[src/rtl/tbr_pkg.sv]
package tbr_pkg;
  typedef enum logic {
    HOLD_EMPTY  = 1'b0,
    HOLD_LOADED = 1'b1
  } hold_st_e;
endpackage

[src/rtl/tbr_hold.sv]
module tbr_hold
  import tbr_pkg::*;
#(
  parameter int W = 8,
  parameter logic [W-1:0] FILL = 8'hAA
) (
  input  logic         clk,
  input  logic         rst,
  input  logic         en,
  input  logic         wr_stb,
  input  logic [W-1:0] wr_byte,
  input  logic         take,
  output logic [W-1:0] hold_q,
  output logic         full_q,
  output logic         full_d,
  output logic         drop
);
  hold_st_e st_q, st_d;
  logic [W-1:0] data_d;
  logic accept;

  assign accept = en && wr_stb && ((st_q == HOLD_EMPTY) || take);
  assign drop   = en && wr_stb && !accept;

  always_comb begin
    st_d   = st_q;
    data_d = hold_q;
    if (!en) begin
      st_d   = HOLD_EMPTY;
      data_d = FILL;
    end else if (accept) begin
      st_d   = HOLD_LOADED;
      data_d = wr_byte;
    end else if (take) begin
      st_d   = HOLD_EMPTY;
      data_d = FILL;
    end
  end

  always_ff @(posedge clk) begin
    if (rst) begin
      st_q   <= HOLD_EMPTY;
      hold_q <= FILL;
    end else begin
      st_q   <= st_d;
      hold_q <= data_d;
    end
  end

  assign full_q = (st_q == HOLD_LOADED);
  assign full_d = (st_d == HOLD_LOADED);

  AST_ACCEPT_FILLS: assert property (@(posedge clk) disable iff (rst)
    accept |=> full_q && (hold_q == $past(wr_byte)));
  AST_DROP_KEEPS: assert property (@(posedge clk) disable iff (rst)
    drop |=> $stable(hold_q) && full_q);
endmodule

[src/rtl/tbr_shift.sv]
module tbr_shift #(
  parameter int W = 8,
  parameter logic [W-1:0] FILL = 8'hAA
) (
  input  logic         clk,
  input  logic         rst,
  input  logic         en,
  input  logic         tick,
  input  logic [W-1:0] hold_q,
  input  logic         hold_full,
  output logic         take,
  output logic         starve,
  output logic         tx_bit
);
  localparam int CW = (W > 1) ? $clog2(W) : 1;
  localparam logic [CW-1:0] LAST = CW'(W - 1);

  logic [W-1:0]  sh_q;
  logic [CW-1:0] cnt_q;

  assign take   = en && tick && (cnt_q == '0);
  assign starve = take && !hold_full;
  assign tx_bit = sh_q[W-1];

  always_ff @(posedge clk) begin
    if (rst || !en) begin
      sh_q  <= FILL;
      cnt_q <= LAST;
    end else if (take) begin
      sh_q  <= hold_q;
      cnt_q <= LAST;
    end else if (tick) begin
      sh_q  <= {sh_q[W-2:0], 1'b0};
      cnt_q <= cnt_q - 1'b1;
    end
  end

  AST_DISABLED_FILL: assert property (@(posedge clk) disable iff (rst)
    !en |=> (sh_q == FILL));
  AST_STARVE_FILLS: assert property (@(posedge clk) disable iff (rst)
    starve |=> (sh_q == FILL));
  AST_NO_TICK_HOLDS: assert property (@(posedge clk) disable iff (rst)
    (en && !tick) |=> $stable(tx_bit));
endmodule

[src/rtl/tbr_flags.sv]
module tbr_flags (
  input  logic clk,
  input  logic rst,
  input  logic en,
  input  logic full_q,
  input  logic full_d,
  input  logic drop,
  input  logic starve,
  output logic rdy_q,
  output logic ovr_q,
  output logic unr_q
);
  always_ff @(posedge clk) begin
    if (rst || !en) begin
      rdy_q <= 1'b0;
      ovr_q <= 1'b0;
      unr_q <= 1'b0;
    end else begin
      rdy_q <= !full_d;
      ovr_q <= ovr_q || drop;
      unr_q <= unr_q || starve;
    end
  end

  AST_RDY_ONLY_EMPTY: assert property (@(posedge clk) disable iff (rst)
    rdy_q |-> !full_q);
  AST_OVR_STICKY: assert property (@(posedge clk) disable iff (rst)
    (ovr_q && en) |=> ovr_q);
  AST_UNR_ON_STARVE: assert property (@(posedge clk) disable iff (rst)
    starve |=> unr_q);
endmodule

[src/rtl/txbyte_preamble.sv]
module txbyte_preamble #(
  parameter int W = 8,
  parameter logic [W-1:0] FILL = 8'hAA
) (
  input  logic         clk,
  input  logic         rst,
  input  logic         tx_en,
  input  logic         wr_stb,
  input  logic [W-1:0] wr_byte,
  input  logic         bit_tick,
  output logic         tx_bit,
  output logic         sdo_rdy,
  output logic         ovr_flag,
  output logic         unr_flag
);
  logic [W-1:0] hold_q;
  logic full_q, full_d, drop, take, starve;

  tbr_hold #(.W(W), .FILL(FILL)) u_hold (
    .clk(clk), .rst(rst), .en(tx_en), .wr_stb(wr_stb), .wr_byte(wr_byte),
    .take(take), .hold_q(hold_q), .full_q(full_q), .full_d(full_d),
    .drop(drop)
  );

  tbr_shift #(.W(W), .FILL(FILL)) u_shift (
    .clk(clk), .rst(rst), .en(tx_en), .tick(bit_tick), .hold_q(hold_q),
    .hold_full(full_q), .take(take), .starve(starve), .tx_bit(tx_bit)
  );

  tbr_flags u_flags (
    .clk(clk), .rst(rst), .en(tx_en), .full_q(full_q), .full_d(full_d),
    .drop(drop), .starve(starve), .rdy_q(sdo_rdy), .ovr_q(ovr_flag),
    .unr_q(unr_flag)
  );

  AST_NO_OVERFLOW: assert property (@(posedge clk) disable iff (rst)
    (tx_en && wr_stb && sdo_rdy) |=> !ovr_flag || $past(ovr_flag));
endmodule

[config.mk]
export PLATFORM = sky130hd
export DESIGN_NAME = txbyte_preamble
export DESIGN_NICKNAME = d
export VERILOG_FILES = /design/src/rtl/tbr_pkg.sv /design/src/rtl/tbr_hold.sv /design/src/rtl/tbr_shift.sv /design/src/rtl/tbr_flags.sv /design/src/rtl/txbyte_preamble.sv
export SDC_FILE = /design/constraint.sdc
export NUM_CORES = 1
export LEC_CHECK = 0
export CORE_ASPECT_RATIO = 1.4
export CORE_MARGIN = 2
export CORE_UTILIZATION = 33
export DETAILED_ROUTE_END_ITERATION = 16
export GPL_TIMING_DRIVEN = 0
export SLEW_MARGIN = 20
export SYNTH_ARGS = -nofsm -noshare
export SYNTH_HDL_FRONTEND = slang
export SYNTH_SLANG_ARGS = --single-unit
[constraint.sdc]
create_clock -name clk -period 1.4 [get_ports clk]
set_input_delay 0.42 -clock clk [delete_from_list [all_inputs] [get_ports clk]]
set_output_delay 0.42 -clock clk [all_outputs]
set_load 0.05 [all_outputs]
==> results.json <==
{
  "cts_buffers": 3,
  "grt_pass1_wl_um": 3750,
  "cp_cell_sequence": "clkdlybuf4s15_2",
  "clock_skew_ns": 0.00796,
  "io_pins": 17,
  "grt_pass1_vias": 837,
  "seq_power_share_pct": 54.8,
  "worstPathRequired_ns": 0.98,
  "cp.depth": 1,
  "drcViolationCount": 0,
  "vias": 855,
  "p_int_mw": 0.952,
  "track_usage_pct": 13.6,
  "setup_viol_count_final": 0,
  "diodes": 0,
  "dp_hpwl_um": 1630,
  "final_nets": 147,
  "cp_data_arrival_time_ns": 0.94,
  "status": "finished, final reports clean",
  "min_path_type": "reg2reg",
  "final_util_pct": 44.8,
  "layout_commonest_cell": "dfxtp_1",
  "num_rows": 24,
  "cts_sinks": 23,
  "drt-initial-drc-count": 15,
  "rr_worst_depth": 6,
  "seq_area_frac_synth_pct": 44.8,
  "avgSynthCellArea_um2": 9.34,
  "critPathKind": "reg2out",
  "max_slew_margin_pct": 73.5,
  "slowest_stage": "clkdlybuf4s15_2",
  "final_layout_size_suffix_gt1_share_pct": 21.4,
  "whs_path_depth": 1,
  "switching_share_pct": 23.9,
  "gp_congestion": 0.792,
  "start_util_pct": 33.9,
  "synthArstFlopShare_pct": 0,
  "synth_cell_types": 29,
  "worst-path-buf-inv": 1,
  "grt_overflow": 0,
  "drtPass1Iterations": 4,
  "fin_crit_sh_pct": 96.8,
  "cts_root_buffer": "clkbuf_8",
  "rsz0062_at_grt": "yes",
  "synthFlopType": "dfxtp_1",
  "drv_slew": 0,
  "syn_area_mm2": 0.00103,
  "antenna_found_initial": 0,
  "synth_cells": 110,
  "fin_area_mm2": 0.00136,
  "cts_max_path_buffers": 2,
  "area_growth_syn_to_layout_pct": 32.2,
  "die_h_um": 70.0,
  "maxCapViolations": 0,
  "cp_top_family": "buffers and inverters",
  "die_area_mm2": 0.00358,
  "ir_drop_mv": 0.475,
  "startpoint_type": "flip-flop",
  "cpPeakStageDelay_ns": 0.36,
  "totalPowerFinal_mw": 1.25,
  "synthesis.nets": 125,
  "mostFrequentLayoutCells": "dfxtp_1 (23), nand2_1 (16), clkdlybuf4s50_1 (10)",
  "setup-tns-final_ns": 0,
  "switchingPower_mw": 0.299,
  "via_per_inst": 5.03,
  "ys_warn_count": 0,
  "wirelength_um": 2180,
  "p_comb_share_pct": 12.4,
  "grt_max_degree": 14,
  "h-tree-depth": 1,
  "insertion_delay_ns": 0.26,
  "postCtsHoldBufs": 0,
  "critPathMaxFanout": 1,
  "die_w_um": 51.2,
  "hold_viol_final": 0,
  "synth_edf_count": 0,
  "synth_seq_cells": 23,
  "clkTransAtPathRegs_ns": 0.09,
  "cts_tree": "done",
  "ant_nets": 0,
  "period_needed_ns": 1.36,
  "place_area_mm2": 0.00123,
  "portBuffers": 15,
  "leakage_nw": 0.535,
  "clockPowerShare_pct": 32.8,
  "worstMarginPinSlew_ns": 0.398,
  "fmax_mhz": 738,
  "routedWlPerCell_um": 12.8,
  "end_kind": "output pin",
  "core_area_mm2": 0.00303,
  "p_per_area_mw_per_mm2": 921
}
[final timing paths]
check	start	end	slack, ns
setup reg to reg	u_shift.cnt_q[0]	u_shift.sh_q[3]	0.08
hold / removal	u_flags.unr_q	u_flags.unr_q	0.47
hold reg to reg	u_flags.unr_q	u_flags.unr_q	0.47
setup / recovery	u_flags.rdy_q	sdo_rdy	0.04
[per-layer routing]
layer | routed length, µm | global-route usage [%]
met1 | 987 | 16.9
met2 | 1130 | 23.2
met3 | 37 | 1.28
met4 | 27 | 6.31
met5 | 0 | 0
[cells in the mapped netlist (2+ instances only)]
cell type | n | area share (%)
a21oi_1 | 2 | 0.97
nand2_1 | 16 | 5.8
ha_1 | 2 | 2.4
o311a_1 | 4 | 3.9
buf_2 | 5 | 2.4
inv_1 | 2 | 0.73
nor3_1 | 4 | 1.9
o21ai_0 | 4 | 1.9
nand4b_1 | 8 | 6.8
mux2i_1 | 8 | 7.8
dfxtp_1 | 23 | 45
nand3_1 | 4 | 1.9
a31oi_1 | 3 | 1.8
buf_4 | 2 | 1.5
nor2_1 | 9 | 3.3
[timing repair]
action                                  4_1_cts  5_1_grt
endpoints found under the setup margin       26       17
setup buffers                                 1        1
pin swaps                                     1        0
gates resized for setup                      24       16
[state kept, by name, indices dropped and copies added (netlist names)]
signal,count
u_shift.sh_q,8
u_hold.hold_q,8
u_hold.full_q,1
u_flags.unr_q,1
u_flags.rdy_q,1
u_flags.ovr_q,1
u_shift.cnt_q,3
[power groups by stage]
stage               combinational (mW)  sequential (mW)  clock (mW)
detailed placement               0.137            0.701           0
CTS                              0.150            0.685       0.422
finish                           0.155            0.686       0.410
global placement                 0.135            0.700           0
floorplan                       0.0723            0.707           0
global route                     0.170            0.689       0.443
[final cells by class]
class,instances,area [µm²]
Fill cell,299,1680
Multi-Input combinational cell,76,552
Sequential cell,23,460
Timing Repair Buffer,17,163
Buffer,9,80.1
Tap cell,39,48.8
Clock buffer,3,41.3
Inverter,2,7.51
Clock inverter,1,5.00
[per-stage QoR]
step	worst slack (ns)	instances	hold slack, ns
global placement	-0.453	164	0.450
finish	0.0443	170	0.469
detailed placement	-0.488	164	0.457
global route	-0.0222	170	0.488
CTS	-0.000835	169	0.477
floorplan	0.124	110	0.443
[cells by family (layout without fill, tap and decap cells)]
group / count (synthesis) / after routing / share of synthesized area (%)
muxes: 8 / 8 / 7.80
AOI/OAI and AO/OA: 16 / 16 / 11.8
xor gates and xnor gates: 2 / 2 / 1.71
adders and majority gates: 2 / 2 / 2.44
and+or+nand+nor: 48 / 48 / 25.9
DFF: 23 / 23 / 44.8
buffers and inverters: 11 / 32 / 5.48
No activity file was read; power rests on OpenSTA's default activity.
